**src/rtl/fpcmp_pkg.sv**
```systemverilog
package fpcmp_pkg;

    localparam int DW  = 64;
    localparam int FSW = 7;

    typedef enum logic [1:0] {
        SZ_RSVD   = 2'b00,
        SZ_HALF   = 2'b01,
        SZ_SINGLE = 2'b10,
        SZ_DOUBLE = 2'b11
    } fsize_e;

    typedef enum logic [3:0] {
        CC_LT = 4'b1000,
        CC_EQ = 4'b0110,
        CC_GT = 4'b0010,
        CC_UN = 4'b0011
    } cc_e;

    typedef struct packed {
        logic          sign;
        logic [DW-2:0] mag;
        logic          is_zero;
        logic          is_nan;
        logic          is_snan;
    } fop_t;

    function automatic logic [FSW-1:0] exp_bits(fsize_e sz);
        case (sz)
            SZ_HALF:   return FSW'(5);
            SZ_DOUBLE: return FSW'(11);
            default:   return FSW'(8);
        endcase
    endfunction

    function automatic logic [FSW-1:0] frac_bits(fsize_e sz);
        case (sz)
            SZ_HALF:   return FSW'(10);
            SZ_DOUBLE: return FSW'(52);
            default:   return FSW'(23);
        endcase
    endfunction

endpackage

```
**src/rtl/fpcmp_unpack.sv**
```systemverilog
module fpcmp_unpack
    import fpcmp_pkg::*;
(
    input  fsize_e        sz,
    input  logic [DW-1:0] raw,
    output fop_t          op
);
    logic [FSW-1:0] fw, ew;
    logic [DW-1:0]  fmask, emask, magmask, frac_v, exp_v, mag_v;

    always_comb begin
        fw      = frac_bits(sz);
        ew      = exp_bits(sz);
        fmask   = (DW'(1) << fw) - DW'(1);
        emask   = (DW'(1) << ew) - DW'(1);
        magmask = (DW'(1) << (fw + ew)) - DW'(1);
        frac_v  = raw & fmask;
        exp_v   = (raw >> fw) & emask;
        mag_v   = raw & magmask;

        op.sign    = |(raw & (DW'(1) << (fw + ew)));
        op.mag     = mag_v[DW-2:0];
        op.is_zero = (mag_v == '0);
        op.is_nan  = (exp_v == emask) && (frac_v != '0);
        op.is_snan = op.is_nan && ((frac_v & (DW'(1) << (fw - FSW'(1)))) == '0);
    end
endmodule

```
**src/rtl/fpcmp_order.sv**
```systemverilog
module fpcmp_order
    import fpcmp_pkg::*;
(
    input  fop_t a,
    input  fop_t b,
    output cc_e  cc
);
    logic mag_lt, mag_eq;

    always_comb begin
        mag_lt = a.mag < b.mag;
        mag_eq = a.mag == b.mag;
        if (a.is_nan || b.is_nan)
            cc = CC_UN;
        else if (a.is_zero && b.is_zero)
            cc = CC_EQ;
        else if (a.sign != b.sign)
            cc = a.sign ? CC_LT : CC_GT;
        else if (mag_eq)
            cc = CC_EQ;
        else if (a.sign)
            cc = mag_lt ? CC_GT : CC_LT;
        else
            cc = mag_lt ? CC_LT : CC_GT;
    end
endmodule

```
**src/rtl/fpcmp_flags.sv**
```systemverilog
module fpcmp_flags
    import fpcmp_pkg::*;
(
    input  logic          clk,
    input  logic          rst,
    input  logic          in_valid,
    input  logic [1:0]    size_code,
    input  logic          zero_sel,
    input  logic          sig_cmp,
    input  logic          half_ok,
    input  logic [DW-1:0] op_a,
    input  logic [DW-1:0] op_b,
    output logic          res_valid,
    output logic [3:0]    nzcv,
    output logic          inv_flag,
    output logic          undef_flag
);
    localparam int NOPS = 2;

    fsize_e        sz;
    logic [DW-1:0] raw [NOPS];
    fop_t          opnd [NOPS];
    cc_e           cc;
    logic          bad_req, inv_c;

    assign sz      = fsize_e'(size_code);
    assign raw[0]  = op_a;
    assign raw[1]  = zero_sel ? '0 : op_b;
    assign bad_req = (sz == SZ_RSVD) || ((sz == SZ_HALF) && !half_ok);

    for (genvar g = 0; g < NOPS; g++) begin : g_unp
        fpcmp_unpack u_unp (
            .sz  (sz),
            .raw (raw[g]),
            .op  (opnd[g])
        );
    end

    fpcmp_order u_ord (
        .a  (opnd[0]),
        .b  (opnd[1]),
        .cc (cc)
    );

    assign inv_c = sig_cmp ? (opnd[0].is_nan  || opnd[1].is_nan)
                           : (opnd[0].is_snan || opnd[1].is_snan);

    always_ff @(posedge clk) begin
        if (rst) begin
            res_valid  <= 1'b0;
            nzcv       <= 4'b0000;
            inv_flag   <= 1'b0;
            undef_flag <= 1'b0;
        end else begin
            res_valid  <= in_valid;
            undef_flag <= in_valid && bad_req;
            inv_flag   <= in_valid && !bad_req && inv_c;
            if (in_valid && !bad_req)
                nzcv <= cc;
        end
    end

    // one-cycle latency
    a_r9_pulse: assert property (@(posedge clk) disable iff (rst)
        in_valid |=> res_valid);
    a_r9_quiet: assert property (@(posedge clk) disable iff (rst)
        !in_valid |=> (!res_valid && $stable(nzcv)));
    // undefined request keeps flags and raises no exception
    a_r2_hold: assert property (@(posedge clk) disable iff (rst)
        (in_valid && bad_req) |=> (undef_flag && !inv_flag && $stable(nzcv)));
    // only the four legal codes are produced
    a_r5_legal: assert property (@(posedge clk) disable iff (rst)
        (res_valid && !undef_flag) |->
            (nzcv == 4'b1000 || nzcv == 4'b0110 || nzcv == 4'b0010 || nzcv == 4'b0011));
    // a NaN operand forces the unordered code
    a_r4_unord: assert property (@(posedge clk) disable iff (rst)
        (in_valid && !bad_req && (opnd[0].is_nan || opnd[1].is_nan)) |=> (nzcv == 4'b0011));
    // an exception only ever accompanies an unordered result
    a_r8_inv_unord: assert property (@(posedge clk) disable iff (rst)
        (res_valid && inv_flag) |-> (nzcv == 4'b0011));
    // second operand is a positive zero in with-zero mode
    a_r3_zero: assert property (@(posedge clk) disable iff (rst)
        (in_valid && zero_sel) |-> (opnd[1].is_zero && !opnd[1].sign && !opnd[1].is_nan));
endmodule

```
**config.mk**
```make
export PLATFORM = sky130hd
export DESIGN_NAME = fpcmp_flags
export DESIGN_NICKNAME = d
export VERILOG_FILES = /design/src/rtl/fpcmp_pkg.sv /design/src/rtl/fpcmp_unpack.sv /design/src/rtl/fpcmp_order.sv /design/src/rtl/fpcmp_flags.sv
export SDC_FILE = /design/constraint.sdc
export NUM_CORES = 1
export LEC_CHECK = 0
export BUFFER_PORTS_ARGS = -buffer_cell sky130_fd_sc_hd__buf_2
export CAP_MARGIN = 10
export CELL_PAD_IN_SITES_DETAIL_PLACEMENT = 0
export CELL_PAD_IN_SITES_GLOBAL_PLACEMENT = 2
export CORE_MARGIN = 2
export CORE_UTILIZATION = 26
export DETAILED_ROUTE_END_ITERATION = 6
export PLACE_DENSITY = 0.85
export RECOVER_POWER = 50
export SLEW_MARGIN = 20
export SYNTH_ARGS = -nofsm -noshare
export SYNTH_HDL_FRONTEND = slang
export SYNTH_SLANG_ARGS = --single-unit
```
**constraint.sdc**
```tcl
create_clock -name clk -period 4.3 [get_ports clk]
set_clock_uncertainty 0.15 [all_clocks]
set_input_delay 0.645 -clock clk [delete_from_list [all_inputs] [get_ports clk]]
set_output_delay 0.645 -clock clk [all_outputs]
set_load 0.02 [all_outputs]
```
Word level (Yosys, flattened, before mapping)

Index checks and enable logic that the tools add are counted.

Output and inout port bits: 7
Input bits: 136
Logic and storage cells: 67
Memories kept: 0
Memory bits (writable): 0
Latch bits: 0
Bits in read-only memories: 0
Register bits after elaboration: 7

Mux-type cells: 12
Order comparisons: 1
Bitwise operators: 10
Eq/ne operators: 6
Shifts and indexed selects: 6
Reduce and logical (&&, ||, !) cells: 23
$mul: 0
Add/subtract/negate cells: 5
Divide/modulo/power cells: 0

Operator list:

| operator                                                              | count |
|---|---|
| 64-bit bitwise AND                                                    | 10 |
| 64-bit logical NOT                                                    | 4 |
| 1-bit by 7-bit left shift with 64-bit output (first input constant)   | 3 |
| 64-bit by 2-bit subtractor with 64-bit output (second input constant) | 3 |
| 64-bit == test                                                        | 2 |
| 64-bit nonzero test                                                   | 2 |
| 64-bit OR reduction                                                   | 2 |
| 64-bit two-way mux                                                    | 1 |
| 1-bit by 6-bit left shift with 64-bit output (first input constant)   | 1 |
| 64-bit by 6-bit right shift with 64-bit output                        | 1 |
| 64-bit by 7-bit right shift with 64-bit output                        | 1 |
| 63-bit == test                                                        | 1 |
| 63-bit less-than comparator                                           | 1 |
| 4-bit two-way mux                                                     | 8 |
| 6-bit one-hot mux with 2 select lines                                 | 1 |
| 1-bit logical AND                                                     | 9 |
| 4-bit one-hot mux with 2 select lines                                 | 1 |
| 6-bit by 4-bit adder with 7-bit output                                | 1 |
| 6-bit by 1-bit subtractor with 7-bit output (second input constant)   | 1 |
| 1-bit logical OR                                                      | 3 |
| 2-bit by 1-bit == test with 1-bit output (second input constant)      | 1 |
| 2-bit == test (second input constant)                                 | 1 |
| 1-bit logical NOT                                                     | 2 |
| 2-bit logical NOT                                                     | 1 |
| other kinds (2)                                                       | 2 |

Logic depth before layout (Yosys ltp)

Gate-level depths: netlist of run 1.

Word-level depth: 13
Depth in mapped cells: 18
Depth with buffers taken out: 16

By module

From an unflattened synthesis of run 1, not the netlist that was laid out.

Cell total of the unflattened synthesis: 689
Area total of the unflattened synthesis: 4643.2 um^2

By module, submodules not included:

| module       | area an instance (um^2) | cells each | times used | seq. area each (um^2) |
|---|---|---|---|---|
| fpcmp_unpack | 1122.3                  | 178        | 2          | 0.0 |
| fpcmp_order  | 1669.1                  | 235        | 1          | 0.0 |
| fpcmp_flags  | 729.4                   | 98         | 1          | 140.1 |

Worst setup path after synthesis of run 1

No wires, ideal clock.

Path kind: input to register
Start: input size_code[1]
End: register nzcv[1]
Cell stages on the path: 17
Setup slack: 0.762 ns
Setup time: 0.117 ns
Arrival: 3.272 ns
Path buffers: 1
Cell sequence: buf_2 nand2_2 clkinv_1 ha_1 nand2b_1 nor2_2 xnor2_1 nor2_1 ha_1 nand2_1 o21ai_0 a222oi_1 nand4_1 nand4_1 nand3b_1 mux2i_1 a22o_1

Cells in the longest elaborated chain, start to end: 13

RTL lines:

| element                                                                                        | line                                                | text |
|---|---|---|
| start: declaration                                                                             | fpcmp_flags.sv:7                                    | `input logic [1:0] size_code,` |
| 2-bit == test or 2-bit by 1-bit == test with 1-bit output (tied branches)                      | fpcmp_pkg.sv:29, fpcmp_pkg.sv:37, fpcmp_flags.sv:29 |  |
| 6-bit one-hot mux with 2 select lines or 4-bit one-hot mux with 2 select lines (tied branches) | fpcmp_pkg.sv:37, fpcmp_pkg.sv:29                    |  |
| 6-bit by 4-bit adder with 7-bit output                                                         | fpcmp_unpack.sv:16, fpcmp_unpack.sv:21              |  |
| 1-bit by 7-bit left shift with 64-bit output                                                   | fpcmp_unpack.sv:16, fpcmp_unpack.sv:21              |  |
| 64-bit by 2-bit subtractor with 64-bit output                                                  | fpcmp_unpack.sv:16                                  | `magmask = (DW'(1) << (fw + ew)) - DW'(1);` |
| 64-bit bitwise AND                                                                             | fpcmp_unpack.sv:19                                  | `mag_v = raw & magmask;` |
| 63-bit less-than comparator                                                                    | fpcmp_order.sv:11                                   | `mag_lt = a.mag < b.mag;` |
| 4-bit two-way mux (on tied branches)                                                           | fpcmp_order.sv:24, fpcmp_order.sv:22                |  |
| 4-bit two-way mux                                                                              | fpcmp_order.sv:21                                   | `else if (a.sign)` |
| 4-bit two-way mux                                                                              | fpcmp_order.sv:19                                   | `else if (mag_eq)` |
| 4-bit two-way mux                                                                              | fpcmp_order.sv:17                                   | `else if (a.sign != b.sign)` |
| 4-bit two-way mux                                                                              | fpcmp_order.sv:15                                   | `else if (a.is_zero && b.is_zero)` |
| 4-bit two-way mux                                                                              | fpcmp_order.sv:13                                   | `if (a.is_nan \|\| b.is_nan)` |
| end signal: assignment                                                                         | fpcmp_flags.sv:51                                   | `nzcv <= 4'b0000;` |
| end signal: assignment                                                                         | fpcmp_flags.sv:59                                   | `nzcv <= cc;` |
| end: declaration                                                                               | fpcmp_flags.sv:14                                   | `output logic [3:0] nzcv,` |

Several ways; a longest one is shown, not always the timed one.
A chain may end at the register's enable or synchronous reset.

Final worst setup path of run 1

Start: input size_code[0]
End: register nzcv[1]

Same word-level chain as after synthesis.

==> flow_summary_export.csv, run 1 <==
group,metric,value,unit
finish,syn2layout_area_growth,28.1,%
clock_network,clk_latency,0.23,ns
yosys,synthArstFlopShare,0,%
clock_network,cts.path.max_buffers,2,
clock_network,path_clk_slew,0.04,ns
detailed_routing,drcViolationCount,0,
finish,nets,880,
pwr,power_leakage,2.18,nW
timing,fmax,276,MHz
clock_network,cts_made_buffers,3,
global_routing,grt_pass1_wl,23800,µm
critical_path,path_class,"in -> reg",
yosys,synthFlopType,"dfxtp_1",
detailed_routing,viasPerCell,5.50,
pwr,peakVddDrop,0.112,mV
global_routing,grt_max_degree,43,
detailed_routing,dr_wl_met2,7280,µm
detailed_routing,drtIter0Drc,412,
timing,worst_slew_pin_slew,0.689,ns
detailed_routing,dr_wl_met3,1010,µm
critical_path,critical_path_required,4.27,ns
clock_network,cts-root-buf,"clkbuf_16",
yosys,synth.most_common_cell,"nand2_1",
timing,drv_slew,0,
detailed_routing,num_vias,4689,
job,cap_violations,0,
global_routing,grt_usage,20.1,%
detailed_routing,route.detailed.wl_per_inst,18.2,µm
yosys,yosys_warnings,0,
yosys,yosys.area.top_type,"ha_1",
die,initial_core_util,26.3,%
yosys,ys_top_cells_by_area,"ha_1 (24%), nand2_1 (9.0%), and3_1 (6.1%)",
detailed_routing,wl_met1,6900,µm
timing,setup_viol,0,
timing,rsz0062_at_grt,"false",
finish,drive_gt1_share,24.8,%
clock_network,cts_tree,"done",
finish,diodes,0,
critical_path,critPathMaxFanout,14,
pwr,power.density,142,nW/µm²
yosys,ys_ff_latch,7,
placement,io_buffer_count,142,
yosys,synthCells,538,
yosys,synth_common_cells,"nand2_1 (86), ha_1 (70), a21oi_1 (41), nor2_1 (39), and3_1 (35)",
die,die_h,122,µm
detailed_routing,drt_wl_total,15500,µm
yosys,netlist_area,3600,µm²
placement,gp_congestion,0.968,
status,status,"finished clean",
die,die_w,122,µm
critical_path,critPathArrivalTime,3.60,ns
timing,hold_violations,0,
clock_network,cts-hold-fix-buffers,0,
die,coreArea,13700,µm²
critical_path,cp-start-kind,"input pin",
placement,place_ws,0.382,ns
die,die-area,14800,µm²
clock_network,cts_sinks,7,
global_routing,antenna_found_initial,0,
yosys,netlist.area_leader.share,24.3,%
detailed_routing,first_pass_iters,5,
global_routing,grt_pass1_vias,4654,
die,ios,143,
timing,fin_crit,3.63,ns
clock_network,post-cts-setup-buffers,0,
placement,place_hpwl,13300,µm
yosys,synth_cell_types,63,
detailed_routing,final_antenna_net_count,0,
clock_network,cts_max_level,1,
die,num_rows,43,
timing,tns,0,ns
critical_path,cp-end-kind,"flip-flop",
yosys,synth-seq-area-share,3.89,%
finish,nFillCells,1543,
global_routing,overflow,0,
yosys,syn_avg_cell_area,6.70,µm²
timing,period_share,84.4,%
worst_hold_path,hp-class,"reg -> reg",
detailed_routing,highest_layer,"met4",
yosys,synth_edf_count,0,
timing,setup_slack,0.672,ns
clock_network,cts-resized-gates,0,
timing,slew_headroom,54.0,%
layer usage:
layer / track usage [%] / up-vias
li1: - / 2303
met1: 26.6 / 2189
met2: 35.0 / 177
met3: 1.78 / 20
met4: 5.53 / 0
met5: 0 / -
final cells by class:
type                    count  area, µm²  share of cell area (%)
inverters                  11       41.3                   0.895
clock buffers               4       78.8                    1.71
repair buffers            153        795                    17.2
well taps                 180        225                    4.88
flip-flops and latches      7        140                    3.04
multi-input cells         498       3330                    72.3
flip-flops by register name, summed over array words and instances (netlist names):
name and flops:
nzcv 4, res_valid 1, inv_flag 1, undef_flag 1
stage by stage:
step	cells	power [mW]	hold slack (ns)	area (µm²)	util [%]
2_1_floorplan	542	0.310	0.391	3620	-
3_3_place_gp	849	0.487	0.323	4550	33.1
3_5_place_dp	849	0.491	0.333	4550	33.1
4_1_cts	853	0.652	0.338	4630	33.7
5_1_grt	853	0.702	0.343	4610	33.6
6_report	853	0.655	0.330	4610	33.6
final timing paths:
| kind | from | cells past startpoint | slack (ns) | endpoint |
|---|---|---|---|---|
| worst min register to register | nzcv[2] | 2 | 0.33 | nzcv[2] |
| worst max-delay path | size_code[0] | 14 | 0.67 | nzcv[1] |
| worst min-delay path | nzcv[2] | 2 | 0.33 | nzcv[2] |
| worst max register to register | nzcv[1] | 4 | 3.26 | nzcv[1] |
power breakdown:
part / leakage [nW] / switching (mW) / internal [mW]
logic: 2.08 / 0.247 / 0.175
registers: 0.0575 / 0.00221 / 0.0698
clock network: 0.0382 / 0.0380 / 0.124
cells in the final DEF, fill, tap and decap left out, types with 3 or more instances in the layout:
| master | synthesis | routed |
|---|---|---|
| buf_2 | 5 | 136 |
| nand2_1 | 86 | 86 |
| ha_1 | 70 | 70 |
| a21oi_1 | 41 | 41 |
| nor2_1 | 39 | 38 |
| and3_1 | 35 | 35 |
| o21ai_0 | 24 | 24 |
| nand4_1 | 22 | 22 |
| nor4_1 | 22 | 22 |
| nand3_1 | 19 | 19 |
| and2_1 | 18 | 18 |
| nor3_1 | 11 | 11 |
| nor2b_1 | 10 | 10 |
| inv_1 | 9 | 9 |
| buf_4 | 0 | 9 |
| a21o_1 | 8 | 8 |
| clkbuf_1 | 21 | 8 |
| a211oi_1 | 7 | 7 |
| dfxtp_1 | 7 | 7 |
| o31ai_1 | 6 | 6 |
| conb_1 | 2 | 6 |
| nand2b_1 | 4 | 4 |
| a222oi_1 | 4 | 4 |
| mux2i_1 | 4 | 4 |
| or3_1 | 3 | 3 |
| a221oi_1 | 3 | 3 |
| a2111oi_0 | 3 | 3 |
| nand3b_1 | 3 | 3 |
| a31oi_1 | 3 | 3 |
| or4_4 | 3 | 3 |
| clkbuf_16 | 0 | 3 |
kinds of logic (layout without fill, tap and decap cells):
group / after synthesis / count (layout) / share of synthesized area [%]
simple gates: 290 / 290 / 42.1
compound gates: 124 / 124 / 23.2
mux: 6 / 6 / 1.74
fa+ha+maj: 70 / 70 / 24.3
other cells: 2 / 6 / 0.208
buf+inv: 37 / 168 / 4.03
flops: 7 / 7 / 3.89
xor+xnor: 2 / 2 / 0.486
critical path: stages:
cell and delay (ns):
buf_2 0.15, nor2b_4 0.19, nor2_1 0.51, buf_4 0.26
nand2_1 0.06, ha_1 0.28, a211oi_1 0.21, o21ai_0 0.11
a211oi_1 0.42, nand4_1 0.14, nand4_1 0.15, nand3b_1 0.11
mux2i_1 0.15, a22o_1 0.20
No activity file was read; power rests on OpenSTA's default activity.
==> inputs of run 2 (changes only) <==
clock period = 3.5 ns   (was 4.3 ns; I/O delays follow)
==> flow_summary_export.csv, run 2 (synthesized netlist as in run 1, its figures left out) <==
group,metric,value,unit
timing,drv_slew,0,
critical_path,cp-end-kind,"flip-flop",
detailed_routing,route.detailed.wl_per_inst,17.8,µm
placement,io_buffer_count,142,
finish,syn2layout_area_growth,32.5,%
global_routing,antenna_found_initial,0,
critical_path,path_buf_inv,2,
die,ios,143,
finish,multi_input_area,3350,µm²
die,die_h,122,µm
detailed_routing,drtIter0Drc,347,
clock_network,cts_max_level,1,
critical_path,reg2reg_setup_slack,2.48,ns
detailed_routing,drcViolationCount,0,
timing,setup_slack,0.266,ns
global_routing,grt_use_met1,27.8,%
clock_network,cts-hold-fix-buffers,0,
timing,fmax,309,MHz
global_routing,grt_pass1_vias,4626,
critical_path,r2r_cells,4,
pwr,power.total,0.817,mW
clock_network,cts-root-buf,"clkbuf_16",
die,initial_core_util,26.3,%
critical_path,endpoint,"nzcv[1]",
critical_path,r2r-start,"nzcv[1]",
detailed_routing,final_antenna_net_count,0,
timing,fin_crit,3.23,ns
pwr,peakVddDrop,0.169,mV
global_routing,overflow,0,
critical_path,critical_path.slowest_cell,"ha_1",
finish,regMostFlops,"nzcv",
detailed_routing,first_pass_iters,7,
clock_network,cts_tree,"done",
timing,setup_viol,0,
timing,period_share,92.4,%
clock_network,cts_made_buffers,3,
global_routing,grt_busiest_layer,"met2",
global_routing,grt_pass1_wl,24000,µm
global_routing,grtUsageMet2,35.9,%
timing,whs,0.329,ns
finish,final_common_cell,"buf_2",
critical_path,startpoint,"size_code[1]",
placement,gp_congestion,0.994,
finish,ff_latch_area,140,µm²
status,status,"finished clean",
pwr,power_leakage,2.28,nW
finish,nFillCells,1535,
critical_path,r2r_end,"nzcv[1]",
job,cap_violations,0,
pwr,power.density,171,nW/µm²
die,num_rows,43,
clock_network,cts.path.max_buffers,2,
critical_path,critPathMaxFanout,5,
critical_path,crit_family,"simple AND/OR/NAND/NOR gates",
clock_network,clk_latency,0.23,ns
global_routing,met3_usage,1.59,%
critical_path,crit_chain,"buf_2, nand2_2, clkinv_1, ha_1, nand2b_1, and3_1, ha_1, nand4_1, nor3_1, a222oi_1, nand4_1, nand4_1, nand3b_1, mux2i_1, a22o_1",
timing,slew_headroom,65.8,%
worst_hold_path,hp-class,"reg -> reg",
critical_path,max_stage_delay,0.33,ns
placement,place_hpwl,13400,µm
clock_network,cts_sinks,7,
placement,place_ws,-0.0802,ns
die,die-area,14800,µm²
critical_path,path_class,"in -> reg",
critical_path,critical_path_required,3.46,ns
critical_path,cp.depth,15,
die,die_w,122,µm
timing,hold_violations,0,
finish,nets,898,
finish,drive_gt1_share,27.1,%
finish,diodes,0,
critical_path,critPathArrivalTime,3.20,ns
detailed_routing,num_vias,4701,
global_routing,grt_max_degree,41,
global_routing,grt_usage,20.4,%
critical_path,cp-start-kind,"input pin",
finish,largest_reg_flops,4,
die,coreArea,13700,µm²
timing,worst_slew_pin_slew,0.508,ns
clock_network,path_clk_slew,0.04,ns
finish,most-common-layout-cells,"buf_2 (136), nand2_1 (86), ha_1 (70)",
detailed_routing,drt_wl_total,15500,µm
critical_path,crit_top_cell,"nand4_1",
detailed_routing,viasPerCell,5.40,
## run 2: cell count changes in the layout (fill, tap and decap cells not counted)
cell,change
nor2_4,+1
nor4_4,+1
clkbuf_1,-1
nor4_1,-1
buf_4,+19
nor2_2,-1
## run 2: stage by stage
stage / TNS [ns] / utilization (%) / area [µm²] / instances
after detailed placement: -0.136 / 34.1 / 4680 / 867
after CTS: 0 / 34.7 / 4760 / 871
after floorplan: 0 / - / 3620 / 542
after global routing: -0.00144 / 34.8 / 4770 / 871
final: 0 / 34.8 / 4770 / 871
after global placement: 0 / 34.1 / 4680 / 867
## run 2: area by class of cell
type | instances | area share, %
inverters | 11 | 0.865
well taps | 180 | 4.72
multi-input cells | 498 | 70.3
repair buffers | 171 | 19.6
clock buffers | 4 | 1.65
flip-flops and latches | 7 | 2.94
## run 2: per-layer routing
metal / wire [µm] / vias up / part of all wire (%)
met2: 7250 / 141 / 47
li1: - / 2344 / -
met4: 222 / 0 / 1.4
met3: 830 / 16 / 5.4
met5: 0 / - / 0
met1: 7180 / 2200 / 46
## run 2: worst min path at each step
stage,from,endpoint,slack [ns],cells after the start
2_1_floorplan,nzcv[2],nzcv[2],0.39,2
3_3_place_gp,nzcv[2],nzcv[2],0.33,2
3_5_place_dp,nzcv[2],nzcv[2],0.33,2
4_1_cts,nzcv[2],nzcv[2],0.33,2
5_1_grt,nzcv[2],nzcv[2],0.35,2
6_report,nzcv[2],nzcv[2],0.33,2
## run 2: tightest hold or removal path: cells and delay by family, from the launching register on
family,cells,cell delay [ns]
DFF,1,0.31
and+or+nand+nor,1,0.07
AOI/OAI and AO/OA,1,0.05
## run 2: timing repair
action	4_1_cts	5_1_grt
buffers inserted	0	0
hold endpoints to repair	0	0
gates resized for setup	0	3
setup endpoints to repair	0	3
## run 2: power breakdown
group	leakage, nW	internal (mW)	switching, mW
clock	0.0382	0.151	0.0398
combinational	2.18	0.229	0.309
sequential	0.0575	0.0858	0.00230
